`src/rtl/trap_arb_pkg.sv`:
```
package trap_arb_pkg;
  localparam int TNUM_W = 7;
  localparam int PRIO_W = 4;
  localparam int VEC_W  = TNUM_W + 2;

  typedef enum logic [1:0] {
    LVL_SW  = 2'd0,
    LVL_B   = 2'd1,
    LVL_A   = 2'd2,
    LVL_RST = 2'd3
  } trap_lvl_e;

  typedef enum logic [1:0] {
    CAUSE_PIN  = 2'd0,
    CAUSE_SOFT = 2'd1,
    CAUSE_WDOG = 2'd2
  } rst_cause_e;

  // vector address = trap number scaled by four
  function automatic logic [VEC_W-1:0] vec_of(input logic [TNUM_W-1:0] n);
    return {n, 2'b00};
  endfunction

  // class A trap numbers step by two starting at two
  function automatic logic [TNUM_W-1:0] a_num(input int unsigned idx);
    return TNUM_W'(2 * (idx + 1));
  endfunction

  function automatic logic is_reserved(input logic [TNUM_W-1:0] n);
    return (n >= TNUM_W'(11)) && (n <= TNUM_W'(15));
  endfunction
endpackage

```
`src/rtl/trap_flag_bank.sv`:
```
module trap_flag_bank #(
  parameter int NUM_A = 3,
  parameter int NUM_B = 5,
  localparam int FW = NUM_A + NUM_B
) (
  input  logic             clk,
  input  logic             rst_n,
  input  logic [NUM_A-1:0] cond_a,
  input  logic [NUM_B-1:0] cond_b,
  input  logic             wr_en,
  input  logic [FW-1:0]    wr_data,
  input  logic [NUM_A-1:0] clr_a,
  input  logic             clr_b,
  input  logic             clr_all,
  output logic [FW-1:0]    flags,
  output logic [NUM_A-1:0] pend_a,
  output logic [NUM_B-1:0] pend_b
);
  logic [FW-1:0] raise_all;
  logic [FW-1:0] soft_clr;

  assign raise_all = {cond_b, cond_a};
  assign soft_clr  = {FW{wr_en}} & ~wr_data;

  generate
    for (genvar i = 0; i < FW; i++) begin : g_flag
      logic q;
      always_ff @(posedge clk or negedge rst_n) begin
        if (!rst_n)            q <= 1'b0;
        else if (clr_all)      q <= 1'b0;
        else if (raise_all[i]) q <= 1'b1;
        else if (soft_clr[i])  q <= 1'b0;
      end
      assign flags[i] = q;

      AST_FLAG_STICKY: assert property (@(posedge clk) disable iff (!rst_n)
        (flags[i] && !soft_clr[i] && !clr_all) |=> flags[i]);
      AST_FLAG_ONLY_BY_COND: assert property (@(posedge clk) disable iff (!rst_n)
        (!flags[i] && !raise_all[i]) |=> !flags[i]);
    end

    for (genvar i = 0; i < NUM_A; i++) begin : g_pend_a
      logic q;
      always_ff @(posedge clk or negedge rst_n) begin
        if (!rst_n)         q <= 1'b0;
        else if (clr_all)   q <= 1'b0;
        else if (cond_a[i]) q <= 1'b1;
        else if (clr_a[i])  q <= 1'b0;
      end
      assign pend_a[i] = q;
    end

    for (genvar j = 0; j < NUM_B; j++) begin : g_pend_b
      logic q;
      always_ff @(posedge clk or negedge rst_n) begin
        if (!rst_n)         q <= 1'b0;
        else if (clr_all)   q <= 1'b0;
        else if (cond_b[j]) q <= 1'b1;
        else if (clr_b)     q <= 1'b0;
      end
      assign pend_b[j] = q;
    end
  endgenerate

  AST_LOSER_KEPT: assert property (@(posedge clk) disable iff (!rst_n)
    (pend_a[1] && !clr_a[1] && !clr_all) |=> pend_a[1]);
endmodule

```
`src/rtl/trap_req_latch.sv`:
```
module trap_req_latch import trap_arb_pkg::*; (
  input  logic              clk,
  input  logic              rst_n,
  input  logic              sw_req,
  input  logic [TNUM_W-1:0] sw_num_in,
  input  logic [PRIO_W-1:0] lvl_in,
  input  logic              sw_rst,
  input  logic              wdt_rst,
  input  logic              clr_sw,
  input  logic              clr_all,
  output logic              sw_pend,
  output logic [TNUM_W-1:0] sw_num,
  output logic [PRIO_W-1:0] sw_lvl,
  output logic              rst_pend,
  output logic [1:0]        cause
);
  logic sw_accept;
  assign sw_accept = sw_req && (!sw_pend || clr_sw);

  always_ff @(posedge clk or negedge rst_n) begin
    if (!rst_n) begin
      sw_pend  <= 1'b0;
      sw_num   <= '0;
      sw_lvl   <= '0;
      rst_pend <= 1'b0;
      cause    <= CAUSE_PIN;
    end else begin
      if (clr_all) begin
        sw_pend <= 1'b0;
      end else if (sw_accept) begin
        sw_pend <= 1'b1;
        sw_num  <= sw_num_in;
        sw_lvl  <= lvl_in;
      end else if (clr_sw) begin
        sw_pend <= 1'b0;
      end

      if (sw_rst || wdt_rst) begin
        rst_pend <= 1'b1;
        cause    <= wdt_rst ? CAUSE_WDOG : CAUSE_SOFT;
      end else if (clr_all) begin
        rst_pend <= 1'b0;
      end
    end
  end

  AST_SW_FIRST_KEPT: assert property (@(posedge clk) disable iff (!rst_n)
    (sw_pend && !clr_sw && !clr_all) |=> (sw_pend && $stable(sw_num) && $stable(sw_lvl)));
  AST_CAUSE_SET: assert property (@(posedge clk) disable iff (!rst_n)
    wdt_rst |=> (cause == CAUSE_WDOG));
endmodule

```
`src/rtl/trap_select.sv`:
```
module trap_select import trap_arb_pkg::*; #(
  parameter int NUM_A = 3,
  parameter int NUM_B = 5,
  parameter logic [TNUM_W-1:0] B_NUM = 7'h0A,
  parameter int TOP_PRIO = 15
) (
  input  logic              clk,
  input  logic              rst_n,
  input  logic              rst_pend,
  input  logic [NUM_A-1:0]  pend_a,
  input  logic [NUM_B-1:0]  pend_b,
  input  logic              sw_pend,
  input  logic [TNUM_W-1:0] sw_num,
  input  logic [PRIO_W-1:0] sw_lvl,
  output logic              sel_valid,
  output logic [1:0]        sel_lvl,
  output logic [TNUM_W-1:0] sel_num,
  output logic [PRIO_W-1:0] sel_prio,
  output logic [NUM_A-1:0]  a_onehot,
  output logic              win_rst,
  output logic              win_a,
  output logic              win_b,
  output logic              win_sw
);
  logic [TNUM_W-1:0] a_pick;
  logic any_a, any_b;

  assign any_a = |pend_a;
  assign any_b = |pend_b;

  // lowest index wins inside class A
  always_comb begin
    a_onehot = '0;
    a_pick   = '0;
    for (int i = NUM_A - 1; i >= 0; i--) begin
      if (pend_a[i]) begin
        a_onehot    = '0;
        a_onehot[i] = 1'b1;
        a_pick      = a_num(unsigned'(i));
      end
    end
  end

  assign win_rst   = rst_pend;
  assign win_a     = !rst_pend && any_a;
  assign win_b     = !rst_pend && !any_a && any_b;
  assign win_sw    = !rst_pend && !any_a && !any_b && sw_pend;
  assign sel_valid = win_rst || win_a || win_b || win_sw;

  always_comb begin
    if (win_rst) begin
      sel_num  = '0;
      sel_lvl  = LVL_RST;
      sel_prio = PRIO_W'(TOP_PRIO);
    end else if (win_a) begin
      sel_num  = a_pick;
      sel_lvl  = LVL_A;
      sel_prio = PRIO_W'(TOP_PRIO);
    end else if (win_b) begin
      sel_num  = B_NUM;
      sel_lvl  = LVL_B;
      sel_prio = PRIO_W'(TOP_PRIO);
    end else begin
      sel_num  = sw_num;
      sel_lvl  = LVL_SW;
      sel_prio = sw_lvl;
    end
  end

  AST_ONE_CLASS: assert property (@(posedge clk) disable iff (!rst_n)
    $onehot0({win_rst, win_a, win_b, win_sw}));
  AST_A_SINGLE: assert property (@(posedge clk) disable iff (!rst_n)
    (pend_a != '0) |-> $onehot0(a_onehot) && (a_onehot != '0));
endmodule

```
`src/rtl/trap_issue.sv`:
```
module trap_issue import trap_arb_pkg::*; #(
  parameter int NUM_A = 3,
  parameter int TOP_PRIO = 15
) (
  input  logic              clk,
  input  logic              rst_n,
  input  logic              sel_valid,
  input  logic [1:0]        sel_lvl,
  input  logic [TNUM_W-1:0] sel_num,
  input  logic [PRIO_W-1:0] sel_prio,
  input  logic [NUM_A-1:0]  a_onehot,
  input  logic              win_rst,
  input  logic              win_a,
  input  logic              win_b,
  input  logic              win_sw,
  input  logic              take_ack,
  output logic              take,
  output logic [VEC_W-1:0]  vec,
  output logic [TNUM_W-1:0] num,
  output logic [1:0]        lvl,
  output logic [PRIO_W-1:0] prio,
  output logic [NUM_A-1:0]  clr_a,
  output logic              clr_b,
  output logic              clr_sw,
  output logic              clr_all
);
  typedef enum logic {ST_IDLE, ST_WAIT} st_e;
  st_e st;
  logic go;

  assign go      = win_rst || (st == ST_IDLE && sel_valid);
  assign clr_all = go && win_rst;
  assign clr_a   = (go && win_a) ? a_onehot : '0;
  assign clr_b   = go && win_b;
  assign clr_sw  = go && win_sw;

  always_ff @(posedge clk or negedge rst_n) begin
    if (!rst_n) begin
      st   <= ST_IDLE;
      take <= 1'b0;
      vec  <= '0;
      num  <= '0;
      lvl  <= '0;
      prio <= '0;
    end else begin
      take <= go;
      if (go) begin
        st   <= ST_WAIT;
        num  <= sel_num;
        vec  <= vec_of(sel_num);
        lvl  <= sel_lvl;
        prio <= sel_prio;
      end else if (st == ST_WAIT && take_ack) begin
        st <= ST_IDLE;
      end
    end
  end

  AST_SINGLE_STROBE: assert property (@(posedge clk) disable iff (!rst_n)
    take |=> (!take || lvl == LVL_RST));
  AST_WAIT_FOR_ACK: assert property (@(posedge clk) disable iff (!rst_n)
    (st == ST_WAIT && !take_ack && !win_rst) |=> !take);
  AST_NO_RESERVED: assert property (@(posedge clk) disable iff (!rst_n)
    (take && lvl != LVL_SW) |-> !is_reserved(num));
  AST_HW_TOP_PRIO: assert property (@(posedge clk) disable iff (!rst_n)
    (take && lvl != LVL_SW) |-> (prio == PRIO_W'(TOP_PRIO)));
endmodule

```
`src/rtl/trap_arbiter.sv`:
```
module trap_arbiter import trap_arb_pkg::*; #(
  parameter int NUM_A = 3,
  parameter int NUM_B = 5,
  parameter logic [TNUM_W-1:0] B_NUM = 7'h0A,
  parameter int TOP_PRIO = 15,
  localparam int FLAG_W = NUM_A + NUM_B
) (
  input  logic              clk,
  input  logic              rst_n,
  input  logic [NUM_A-1:0]  cond_a_i,
  input  logic [NUM_B-1:0]  cond_b_i,
  input  logic              sw_trap_i,
  input  logic [TNUM_W-1:0] sw_num_i,
  input  logic [PRIO_W-1:0] cpu_lvl_i,
  input  logic              sw_rst_i,
  input  logic              wdt_rst_i,
  input  logic              flag_wr_i,
  input  logic [FLAG_W-1:0] flag_wdata_i,
  input  logic              take_ack_i,
  output logic              trap_take_o,
  output logic [VEC_W-1:0]  trap_vec_o,
  output logic [TNUM_W-1:0] trap_num_o,
  output logic [1:0]        trap_lvl_o,
  output logic [PRIO_W-1:0] trap_prio_o,
  output logic [FLAG_W-1:0] flags_o,
  output logic [1:0]        rst_cause_o
);
  logic [NUM_A-1:0]  pend_a, a_onehot, clr_a;
  logic [NUM_B-1:0]  pend_b;
  logic              clr_b, clr_sw, clr_all;
  logic              sw_pend, rst_pend;
  logic [TNUM_W-1:0] sw_num, sel_num;
  logic [PRIO_W-1:0] sw_lvl, sel_prio;
  logic [1:0]        sel_lvl;
  logic              sel_valid, win_rst, win_a, win_b, win_sw;

  trap_flag_bank #(.NUM_A(NUM_A), .NUM_B(NUM_B)) u_flags (
    .clk(clk), .rst_n(rst_n), .cond_a(cond_a_i), .cond_b(cond_b_i),
    .wr_en(flag_wr_i), .wr_data(flag_wdata_i), .clr_a(clr_a), .clr_b(clr_b),
    .clr_all(clr_all), .flags(flags_o), .pend_a(pend_a), .pend_b(pend_b)
  );

  trap_req_latch u_req (
    .clk(clk), .rst_n(rst_n), .sw_req(sw_trap_i), .sw_num_in(sw_num_i),
    .lvl_in(cpu_lvl_i), .sw_rst(sw_rst_i), .wdt_rst(wdt_rst_i),
    .clr_sw(clr_sw), .clr_all(clr_all), .sw_pend(sw_pend), .sw_num(sw_num),
    .sw_lvl(sw_lvl), .rst_pend(rst_pend), .cause(rst_cause_o)
  );

  trap_select #(.NUM_A(NUM_A), .NUM_B(NUM_B), .B_NUM(B_NUM), .TOP_PRIO(TOP_PRIO)) u_sel (
    .clk(clk), .rst_n(rst_n), .rst_pend(rst_pend), .pend_a(pend_a), .pend_b(pend_b),
    .sw_pend(sw_pend), .sw_num(sw_num), .sw_lvl(sw_lvl), .sel_valid(sel_valid),
    .sel_lvl(sel_lvl), .sel_num(sel_num), .sel_prio(sel_prio), .a_onehot(a_onehot),
    .win_rst(win_rst), .win_a(win_a), .win_b(win_b), .win_sw(win_sw)
  );

  trap_issue #(.NUM_A(NUM_A), .TOP_PRIO(TOP_PRIO)) u_issue (
    .clk(clk), .rst_n(rst_n), .sel_valid(sel_valid), .sel_lvl(sel_lvl),
    .sel_num(sel_num), .sel_prio(sel_prio), .a_onehot(a_onehot),
    .win_rst(win_rst), .win_a(win_a), .win_b(win_b), .win_sw(win_sw),
    .take_ack(take_ack_i), .take(trap_take_o), .vec(trap_vec_o),
    .num(trap_num_o), .lvl(trap_lvl_o), .prio(trap_prio_o),
    .clr_a(clr_a), .clr_b(clr_b), .clr_sw(clr_sw), .clr_all(clr_all)
  );

  AST_RESET_CLEARS: assert property (@(posedge clk) disable iff (!rst_n)
    (trap_take_o && trap_lvl_o == LVL_RST) |-> (flags_o == '0));
endmodule

```
`config.mk`:
```
export PLATFORM = sky130hd
export DESIGN_NAME = trap_arbiter
export DESIGN_NICKNAME = d
export VERILOG_FILES = /design/src/rtl/trap_arb_pkg.sv /design/src/rtl/trap_flag_bank.sv /design/src/rtl/trap_req_latch.sv /design/src/rtl/trap_select.sv /design/src/rtl/trap_issue.sv /design/src/rtl/trap_arbiter.sv
export SDC_FILE = /design/constraint.sdc
export NUM_CORES = 1
export LEC_CHECK = 0
export BUFFER_PORTS_ARGS = -buffer_cell sky130_fd_sc_hd__buf_2
export CAP_MARGIN = 20
export CORE_AREA = 2 2 76 78
export CTS_CLUSTER_SIZE = 20
export DETAILED_ROUTE_END_ITERATION = 7
export DIE_AREA = 0 0 78 80
export PLACE_DENSITY = 0.71
export SLEW_MARGIN = 40
export SYNTH_ARGS = -nofsm -noshare
export SYNTH_HDL_FRONTEND = slang
export SYNTH_SLANG_ARGS = --single-unit
```
`constraint.sdc`:
```
create_clock -name clk -period 3.4 [get_ports clk]
set_clock_uncertainty 0.15 [all_clocks]
set_input_delay 0.34 -clock clk [delete_from_list [all_inputs] [get_ports clk]]
set_output_delay 0.34 -clock clk [all_outputs]
set_load 0.005 [all_outputs]
```
==> key figures, run 1 <==
Critical path
  • Crit. End Element: flop
  • Crit path launch type: flop
  • Setup crit start: u_flags.g_pend_a[2].q
  • Worst reg2reg endpoint: u_req.sw_num[2]
  • Crit Reg-Reg Startpoint: u_flags.g_pend_a[2].q
  • Worst-path maximum fanout: 11
  • CP Class: reg2reg
  • Reg2Reg Depth: 4
  • R2r setup slk: 0.97 ns
  • Critical path endpoint: u_req.sw_num[2]
  • Worst path arrival time: around 2.5 ns
  • Required time worst endpoint: about 3.4 ns

Synth
  • Mapped Cells: roughly 170
  • Unique masters post-synth: 31
  • Area leader, netlist: dfrtp_1
  • Sequential cell area fraction in the yosys report: 0.5834
  • Average size of a mapped cell: approximately 12 µm²
  • Yosys reg bits: 46
  • YS warnings: 0
  • Largest cells by area after synthesis: dfrtp_1, buf_4, a22o_1, mux2_2, nor2_1
  • Cell area after synthesis: between 1500 and 2000 µm²
  • Synth top area share: 0.5834

Layout
  • Final instance area: ~2300 µm²
  • Commonest non-fill, non-tap cell in the layout: buf_2
  • Syn-to-layout area delta: 17.82%
  • Inserted Diodes: 0
  • Layout cell share with drive strength beyond 1: 0.3881
  • Nets@finish: about 250
  • Commonest cells after routing, fill and taps aside: buf_2, dfrtp_1, nor2_1

Drt
  • Wire per inst: between 10 and 15 µm
  • Final wirelength: 3.962 mm
  • Initial DRC count: 41
  • DRC viols: 0
  • Pre-antenna DRT Iters: 4
  • Post-DRT Antenna Nets: 0
  • Via count: 1392
  • Via/cell ratio: about 4.8

Place
  • Placed inst area: 2236 µm²
  • I/O Buffers: 64
  • Routability cong.: between 0.7 and 0.8
  • Place WS: 0.9154 ns
  • HPWL after DPL: about 2.9 mm

Global routing
  • Grt total ovfl: 0
  • First-pass GRT wire length: between 6 and 7 mm
  • Initial antenna violation count: 0
  • Vias in the first global route: between 1000 and 1500
  • GRT Total Usage: 0.1382
  • Largest net degree at the start of global routing: between 40 and 50

Clocking
  • Postcts setup bufs: 0
  • CTS resizes: 0
  • Clock sinks: 46
  • Max clock buf depth: 2
  • H-tree Lvls: 2
  • Number of buffers created by CTS: 5
  • CTS tree: built
  • Clock-pin slew on the worst setup and hold paths: approximately 0.080 ns
  • Clock Latency Late Sink: ~0.30 ns
  • Root Buffer: clkbuf_8

Die
  • DIE AREA: between 6000 and 7000 µm²
  • Initial Util: 0.3650
  • Rows: 27
  • Core ar.: 5405 µm²
  • Die W: about 78 µm
  • Io pins: between 60 and 70
  • DIE HEIGHT: roughly 80 µm

Timing
  • Final Hold Viols: 0
  • Crit share post-route: 0.7146
  • Actual slew at the worst max-slew pin: a little under 0.6 ns
  • Max-slew violations: 0
  • Rel. slew slack: 0.6136
  • Setup_tns: 0 ns
  • Finish-stage setup viols: 0
  • Minimum clock period: around 2.4 ns
  • Worst setup margin: 0.9705 ns
  • Fmax: around 0.4 GHz
  • RSZ-0062 raised after global routing: false

Power and ir drop
  • Static Leak: roughly 1.1 nW
  • Peak VDD IR: approximately 0.21 mV
  • Power density over the cells: between 400 and 500 nW/µm²

Worst hold path
  • Hold crit path type: in2reg

Run
  • Max-Cap Viols: 0

Status
  • Run status: finished clean
==> flip-flops by register name (all words and copies together), names as in the netlist <==
name                count
u_issue.st              1
u_issue.num             7
u_issue.prio            4
u_issue.lvl             2
u_flags.g_pend_a.q      3
u_req.rst_pend          1
u_flags.g_flag.q        8
u_issue.take            1
u_req.sw_lvl            4
u_req.cause             2
u_req.sw_pend           1
u_req.sw_num            7
u_flags.g_pend_b.q      5
==> cell families (layout without fill, tap and decap cells) <==
logic type | Yosys count | after routing | synth area share
flops | 46 | 46 | 0.5834
simple gates | 46 | 46 | 0.1198
compound gates | 36 | 36 | 0.1395
buf+inv | 26 | 78 | 0.09258
mux | 11 | 11 | 0.06278
other cells | 1 | 2 | 0.001901
==> layout make-up <==
cell class              count  area (µm²)
clock inverters             2       10.01
well taps                  72       90.09
fillers                   536        3080
inverters                   5       21.27
repair buffers             66       340.3
clock buffers               5       68.82
flip-flops and latches     46        1151
multi-input cells          95       643.1
==> report_power, final <==
group | internal (mW) | leakage, nW | switching [mW]
logic | 0.0621 | 0.525 | 0.0624
registers | 0.590 | 0.562 | 0.0266
clock network | 0.138 | 0.0438 | 0.174
total | 0.790 | 1.13 | 0.263
==> cell usage after synthesis <==
| library cell | number |
|---|---|
| clkinv_1 | 1 |
| o41ai_4 | 1 |
| buf_6 | 2 |
| inv_4 | 1 |
| buf_4 | 18 |
| or2_2 | 2 |
| or3_1 | 2 |
| dfrtp_1 | 46 |
| nand2_1 | 4 |
| nor2_1 | 15 |
| o41ai_2 | 1 |
| o41ai_1 | 1 |
| conb_1 | 1 |
| nor2b_1 | 1 |
| mux2_1 | 4 |
| nor3_1 | 4 |
| inv_1 | 3 |
| nor4_1 | 4 |
| a22o_1 | 9 |
| a311oi_1 | 1 |
| and2_1 | 2 |
| nand3_1 | 3 |
| a21oi_1 | 11 |
| clkbuf_1 | 1 |
| o21ai_0 | 5 |
| o22a_1 | 4 |
| mux2_2 | 7 |
| a21o_1 | 1 |
| nand2b_1 | 8 |
| or4_4 | 1 |
| a31oi_1 | 2 |
==> per-layer routing <==
metal,global-route usage,routed length [µm],up-vias
li1,-,-,672
met1,0.1739,1783,670
met2,0.2259,1862,43
met3,0.04299,258,7
met4,0.04737,57,0
met5,0,0,-
==> repair_timing <==
| action | in CTS | in global routing |
|---|---|---|
| endpoints found under the setup margin | 0 | 0 |
| hold buffers | 1 | 0 |
| endpoints found under the hold margin | 46 | 0 |
==> how the worst min path moves through the flow <==
stage / slack (ns) / end / cells past startpoint / startpoint
final: 0.07 / u_issue.st / 2 / take_ack_i
after global routing: 0.06 / u_issue.st / 2 / take_ack_i
after CTS: 0.06 / u_issue.st / 2 / take_ack_i
after detailed placement: 0.23 / u_flags.g_flag[0].q / 1 / rst_n
after global placement: 0.31 / u_issue.prio[0] / 1 / u_req.sw_lvl[0]
after floorplan: -0.11 / u_flags.g_flag[0].q / 0 / rst_n
==> critical path: stages, from the launching register on <==
cell     delay [ns]
dfrtp_1        0.42
or4_4          0.57
o41ai_2        0.26
nand3_1        0.45
mux2_1         0.47
==> metrics by stage <==
step | util | hold slack, ns | power (mW) | instances
finish | 0.4301 | 0.06837 | 1.053 | 291
CTS | 0.4301 | 0.05990 | 1.072 | 291
global route | 0.4301 | 0.06449 | 1.115 | 291
floorplan | - | -0.1056 | 0.7028 | 167
global placement | 0.4132 | 0.3143 | 0.7484 | 283
detailed placement | 0.4137 | 0.2301 | 0.7540 | 283
Note: power is estimated with default switching activity, not from simulation.
==> run 2: changes to the inputs <==
--- a/config.mk
+++ b/config.mk
@@ -11,7 +11,7 @@
 export CTS_CLUSTER_SIZE = 20
 export DETAILED_ROUTE_END_ITERATION = 7
 export DIE_AREA = 0 0 78 80
-export PLACE_DENSITY = 0.71
+export PLACE_DENSITY = 0.74
 export SLEW_MARGIN = 40
 export SYNTH_ARGS = -nofsm -noshare
 export SYNTH_HDL_FRONTEND = slang
==> constraint.sdc (replaced) <==
create_clock -name clk -period 2 [get_ports clk]
set_clock_uncertainty 0.15 [all_clocks]
set_input_delay 0.2 -clock clk [delete_from_list [all_inputs] [get_ports clk]]
set_output_delay 0.2 -clock clk [all_outputs]
set_load 0.005 [all_outputs]
==> key figures, run 2 (synthesized netlist as in run 1, its figures left out) <==
Power and ir drop
  • Power density over the cells: 705.5 nW/µm²
  • Switching power share of the total: 0.2491
  • Seq pwr share: 0.540
  • Sw power: slightly below 500 µW
  • Peak VDD IR: 0.4709 mV
  • P_int: about 1.5 mW
  • Comb pwr share: 0.157
  • Static Leak: about 1.3 nW
  • Clock power frac: 0.303

Die
  • DIE AREA: approximately 6200 µm²
  • Rows: 27
  • DIE HEIGHT: ~80 µm
  • Core ar.: 5405 µm²
  • Die W: between 70 and 80 µm
  • Initial Util: 0.3650
  • Io pins: 67

Timing
  • Minimum clock period: ~2.1 ns
  • Actual slew at the worst max-slew pin: 0.5476 ns
  • Max-slew violations: 0
  • Fmax: ~0.48 GHz
  • Rel. slew slack: 0.6350
  • Crit share post-route: 1.033
  • Setup_tns: -0.8776 ns
  • Finish-stage setup viols: 19
  • Final Hold Viols: 0
  • Worst setup margin: -0.06518 ns
  • RSZ-0062 raised after global routing: true

Critical path
  • R2r setup slk: -0.07 ns
  • Worst path arrival time: about 2.1 ns
  • Crit Reg-Reg Startpoint: u_req.rst_pend
  • Worst-path maximum fanout: 5
  • Crit. End Element: flop
  • Required time worst endpoint: 2.03 ns
  • Worst reg2reg endpoint: u_issue.prio[0]
  • Crit path launch type: flop
  • Reg2Reg Depth: 6
  • CP Class: reg2reg

Global routing
  • Grt total ovfl: 0
  • Initial antenna violation count: 0
  • Largest net degree at the start of global routing: 25
  • Vias in the first global route: 1542
  • GRT Total Usage: 0.1501
  • First-pass GRT wire length: 7.245 mm

Clocking
  • Number of buffers created by CTS: 5
  • Max clock buf depth: 2
  • Clock Latency Late Sink: 0.30 ns
  • Root Buffer: clkbuf_8
  • CTS tree: built
  • H-tree Lvls: 2
  • Postcts setup bufs: 0
  • Clock-pin slew on the worst setup and hold paths: around 0.09 ns
  • Clock sinks: 46

Layout
  • Syn-to-layout area delta: 39.38%
  • Most flops, register: u_flags.g_flag.q
  • Max reg flops: 8
  • Inserted Diodes: 0
  • Commonest cells after routing, fill and taps aside: buf_2, dfrtp_1, dlygate4sd3_1
  • Biggest regs: u_flags.g_flag.q x8, u_issue.num x7, u_req.sw_num x7
  • Layout cell share with drive strength beyond 1: 0.4269
  • Nets@finish: between 200 and 300
  • Finished Layout Cells: approximately 330
  • Commonest non-fill, non-tap cell in the layout: buf_2

Drt
  • Initial DRC count: 53
  • Pre-antenna DRT Iters: 5
  • Via/cell ratio: 4.699
  • Post-DRT Antenna Nets: 0
  • DRC viols: 0
  • Wire per inst: around 13 µm
  • Via count: 1560
  • Final wirelength: 4.408 mm

Worst hold path
  • Hold crit path type: in2reg
  • Hold path startpoint: cond_a_i[1]
  • Hold depth: 3
  • WHS Endpoint: u_flags.g_flag[1].q

Status
  • Run status: complete, but fails checks
  • Failing checks: negative setup slack

Place
  • Dpl cells: 300
  • I/O Buffers: 64
  • Routability cong.: around 0.80
  • HPWL after DPL: 3.123 mm

Run
  • Max-Cap Viols: 0
==> run 2: power groups by stage <==
stage / Clock [mW] / Combinational (mW) / Sequential [mW]
6_report: 0.588 / 0.305 / 1.05
5_1_grt: 0.641 / 0.340 / 1.06
4_1_cts: 0.609 / 0.309 / 1.05
3_5_place_dp: 0 / 0.262 / 1.07
3_3_place_gp: 0 / 0.254 / 1.06
2_1_floorplan: 0 / 0.152 / 1.05
==> run 2: worst max-delay path: stages (launching register included) <==
cell and delay (ns):
dfrtp_1 0.39, or4_4 0.56, buf_4 0.17, o41ai_4 0.22, and2_4 0.22, inv_4 0.05
o22a_1 0.19
==> run 2: cell type report <==
class | count | area (µm²)
clock buffers | 6 | 82.58
clock inverters | 2 | 12.51
fillers | 488 | 2655
inverters | 5 | 21.27
multi-input cells | 95 | 683.2
flip-flops and latches | 46 | 1151
well taps | 72 | 90.09
repair buffers | 106 | 709.4
==> run 2: repair_timing <==
item / in CTS / in global routing
gates resized for setup: 8 / 0
hold endpoints to repair: 50 / 0
hold buffers: 23 / 0
pin swaps: 0 / 0
gates cloned: 1 / 0
endpoints found under the setup margin: 19 / 21
==> run 2: per-layer routing <==
metal | track usage | vias up | routed length (µm)
li1 | - | 751 | -
met1 | 0.1861 | 745 | 1970
met2 | 0.2509 | 57 | 2109
met3 | 0.03620 | 7 | 255
met4 | 0.06316 | 0 | 72
met5 | 0 | - | 0
==> run 2: how the worst max path moves through the flow <==
stage,startpoint,to,cells after the start
floorplan,u_req.rst_pend,u_issue.prio[0],7
global placement,u_req.rst_pend,u_issue.prio[2],6
detailed placement,u_req.rst_pend,u_req.sw_num[1],5
CTS,u_req.rst_pend,u_issue.prio[0],6
global route,u_req.rst_pend,u_req.sw_num[4],5
finish,u_req.rst_pend,u_issue.prio[0],6
==> run 2: stage by stage <==
step / util / cell area (µm²) / setup slack [ns] / total power [mW] / hold WS (ns)
global placement: 0.4412 / 2385 / -0.04982 / 1.314 / 0.06181
floorplan: - / 1992 / -0.1940 / 1.207 / -0.2456
detailed placement: 0.4412 / 2385 / -0.09246 / 1.328 / 0.07148
global route: 0.5088 / 2750 / -0.1167 / 2.038 / 0.03676
finish: 0.5088 / 2750 / -0.06518 / 1.940 / 0.02712
CTS: 0.5088 / 2750 / -0.06200 / 1.966 / 0.01557
==> run 3: changes to the inputs <==
--- a/config.mk
+++ b/config.mk
@@ -5,12 +5,13 @@
 export SDC_FILE = /design/constraint.sdc
 export NUM_CORES = 1
 export LEC_CHECK = 0
+export ABC_AREA = 1
 export BUFFER_PORTS_ARGS = -buffer_cell sky130_fd_sc_hd__buf_2
 export CAP_MARGIN = 20
-export CORE_AREA = 2 2 76 78
+export CORE_AREA = 2 2 78 80
 export CTS_CLUSTER_SIZE = 20
 export DETAILED_ROUTE_END_ITERATION = 7
-export DIE_AREA = 0 0 78 80
+export DIE_AREA = 0 0 80 82
 export PLACE_DENSITY = 0.74
 export SLEW_MARGIN = 40
 export SYNTH_ARGS = -nofsm -noshare
==> key figures, run 3 <==
Status
  • Run status: finished clean

Worst hold path
  • Hold crit path type: in2reg
  • Hold path startpoint: sw_num_i[2]
  • WHS Endpoint: u_req.sw_num[2]
  • Hold depth: 3

Timing
  • Min Hold Slack: roughly 0.0046 ns
  • Setup_tns: 0 ns
  • RSZ-0062 raised after global routing: false
  • Crit share post-route: 0.8379
  • Fmax: around 0.60 GHz
  • Final Hold Viols: 0
  • Minimum clock period: ~1.7 ns
  • Max-slew violations: 0
  • Finish-stage setup viols: 0

Critical path
  • Delay-heaviest family, CP: simple AND/OR/NAND/NOR gates
  • Worst reg2reg endpoint: u_flags.g_pend_b[3].q
  • Crit-path slowest cell: dfrtp_1
  • Crit Reg-Reg Startpoint: u_req.rst_pend
  • Most used cell, CP: nand2_1
  • Crit. End Element: flop
  • CP Class: reg2reg
  • Required time worst endpoint: just over 2 ns
  • Reg2Reg Depth: 8
  • CP bufs+invs: 2
  • Crit path launch type: flop
  • R2r setup slk: between 0.3 and 0.4 ns
  • Largest stage delay, worst path: about 0.43 ns
  • Worst-path maximum fanout: 17
  • Cell Chain, Critical Path: inv_4 -> nand3_4 -> nor2_1 -> nand2_1 -> nand2_1 -> inv_2 -> nand2_1 -> nand2_1
  • Worst path arrival time: roughly 1.7 ns

Run
  • Max-Cap Viols: 0

Layout
  • Biggest regs: u_flags.g_flag.q x8, u_issue.num x7, u_req.sw_num x7
  • FILL cells: just under 600
  • Sequential cell area: between 1000 and 1500 µm²
  • Footprint of the multi-input gates: approximately 740 µm²
  • Most flops, register: u_flags.g_flag.q
  • Nets@finish: around 350
  • Inserted Diodes: 0
  • Commonest non-fill, non-tap cell in the layout: nand2_1
  • Layout cell share with drive strength beyond 1: 0.2744
  • Syn-to-layout area delta: 27.55%
  • Max reg flops: 8
  • Commonest cells after routing, fill and taps aside: nand2_1, buf_2, dfrtp_1

Synth
  • Synth top area share: 0.5393
  • YS warnings: 0
  • Mapped Cells: ~240
  • Largest cells by area after synthesis: dfrtp_1, nand2_1, nand3_1, buf_4, o211ai_1
  • Post-synth top cells: nand2_1, dfrtp_1, nand3_1, buf_4, nor2_1
  • Count leader, synth: nand2_1
  • Ys async rst share: 1.000
  • Area leader, netlist: dfrtp_1
  • Cell area after synthesis: between 2000 and 2500 µm²
  • Sequential cell area fraction in the yosys report: 0.5393
  • Unique masters post-synth: 26
  • Yosys reg bits: 46
  • Synth Flop Type: dfrtp_1
  • Number of flops mapped to enable cells by yosys: 0
  • Average size of a mapped cell: approximately 9 µm²

Power and ir drop
  • Power density over the cells: just under 700 nW/µm²
  • Peak VDD IR: between 0.3 and 0.4 mV
  • Static Leak: between 1 and 1.5 nW

Drt
  • Post-DRT Antenna Nets: 0
  • Final wirelength: between 4 and 5 mm
  • Initial DRC count: 50
  • DRC viols: 0
  • Pre-antenna DRT Iters: 4
  • Wire per inst: 11.82 µm
  • Via/cell ratio: 4.546
  • Via count: between 1500 and 2000

Die
  • Die W: 80 µm
  • Io pins: 67
  • Rows: 28
  • DIE AREA: 6560 µm²
  • Core ar.: 5746 µm²
  • Initial Util: 0.3715
  • DIE HEIGHT: about 82 µm

Global routing
  • GRT Total Usage: 0.1561
  • Vias in the first global route: ~1700
  • First-pass GRT wire length: about 7.7 mm
  • Largest net degree at the start of global routing: 27
  • Initial antenna violation count: 0
  • Grt total ovfl: 0

Clocking
  • Clock sinks: 46
  • Max clock buf depth: 2
  • Clock-pin slew on the worst setup and hold paths: about 0.08 ns
  • CTS tree: built
  • Number of buffers created by CTS: 5
  • Root Buffer: clkbuf_8
  • CTS resizes: 0
  • Clock Latency Late Sink: between 0.2 and 0.3 ns
  • H-tree Lvls: 2

Place
  • Routability cong.: 0.8805
  • I/O Buffers: between 60 and 70
  • HPWL after DPL: approximately 3.4 mm
-- run 3: cell count changes after synthesis, moves of 4 or more --
| cell | previous run | this run |
|---|---|---|
| a21oi_1 | 11 | 2 |
| a22o_1 | 9 | 0 |
| inv_1 | 3 | 11 |
| mux2_1 | 4 | 0 |
| mux2_2 | 7 | 0 |
| nand2_1 | 4 | 80 |
| nand2b_1 | 8 | 0 |
| nand3_1 | 3 | 35 |
| nor4_1 | 4 | 0 |
| o211ai_1 | 0 | 9 |
| o22a_1 | 4 | 0 |
-- run 3: how the worst max path moves through the flow --
stage	start	end	slack, ns	cells past startpoint
5_1_grt	u_req.rst_pend	u_req.sw_lvl[0]	0.16	8
3_5_place_dp	u_req.rst_pend	u_issue.num[5]	0.34	8
4_1_cts	u_req.rst_pend	u_issue.num[5]	0.33	8
2_1_floorplan	u_flags.g_pend_a[2].q	u_flags.g_pend_b[0].q	0.56	8
3_3_place_gp	u_req.rst_pend	u_req.sw_lvl[3]	0.39	8
6_report	u_req.rst_pend	u_flags.g_pend_b[3].q	0.32	8
-- run 3: worst reg2reg max path, stage by stage (launching register included) --
cell and delay (ns):
dfrtp_1 0.43, inv_4 0.18, nand3_4 0.13, nor2_1 0.31, nand2_1 0.11, nand2_1 0.10
inv_2 0.06, nand2_1 0.05, nand2_1 0.05
-- run 3: per-layer routing --
metal / vias to the layer above / wire, µm / global-route usage
met3: 9 / 283 / 0.04835
li1: 904 / - / -
met5: - / 0 / 0
met1: 824 / 2134 / 0.1918
met4: 0 / 84 / 0.06102
met2: 45 / 2132 / 0.2575
-- run 3: cell families after synthesis --
kind of cell	count (synthesis)	synth area share
and+or+nand+nor	137	0.2861
DFF	46	0.5393
buffers and inverters	40	0.1137
AOI/OAI and AO/OA	17	0.05920
other	1	0.001757
-- run 3: area by class of cell --
class                      instances  share of cell area
clock buffer                       7             0.02803
inverter                          15             0.02160
multi-input combinational        156              0.2734
sequential                        46              0.4228
tap                               75             0.03447
timing repair buffer              93              0.2197
-- run 3: stage by stage --
stage               cells  utilization  power [mW]  worst slack, ns  cell area (µm²)
finish                392       0.4739       1.880           0.3243             2723
global route          392       0.4739       1.999           0.1605             2723
CTS                   392       0.4739       1.905           0.3316             2723
detailed placement    361       0.4188       1.345           0.3443             2406
global placement      361       0.4188       1.336           0.3909             2406
floorplan             242            -       1.236           0.5633             2138
-- run 3: what timing repair did --
item	4_1_cts	5_1_grt
buffers inserted	0	0
hold endpoints to repair	68	0
hold buffers	24	0
-- run 3: report_power, final --
| group | internal, mW | switching (mW) |
|---|---|---|
| clock | 0.241 | 0.278 |
| combinational | 0.136 | 0.165 |
| sequential | 1.01 | 0.0522 |
| total | 1.38 | 0.496 |
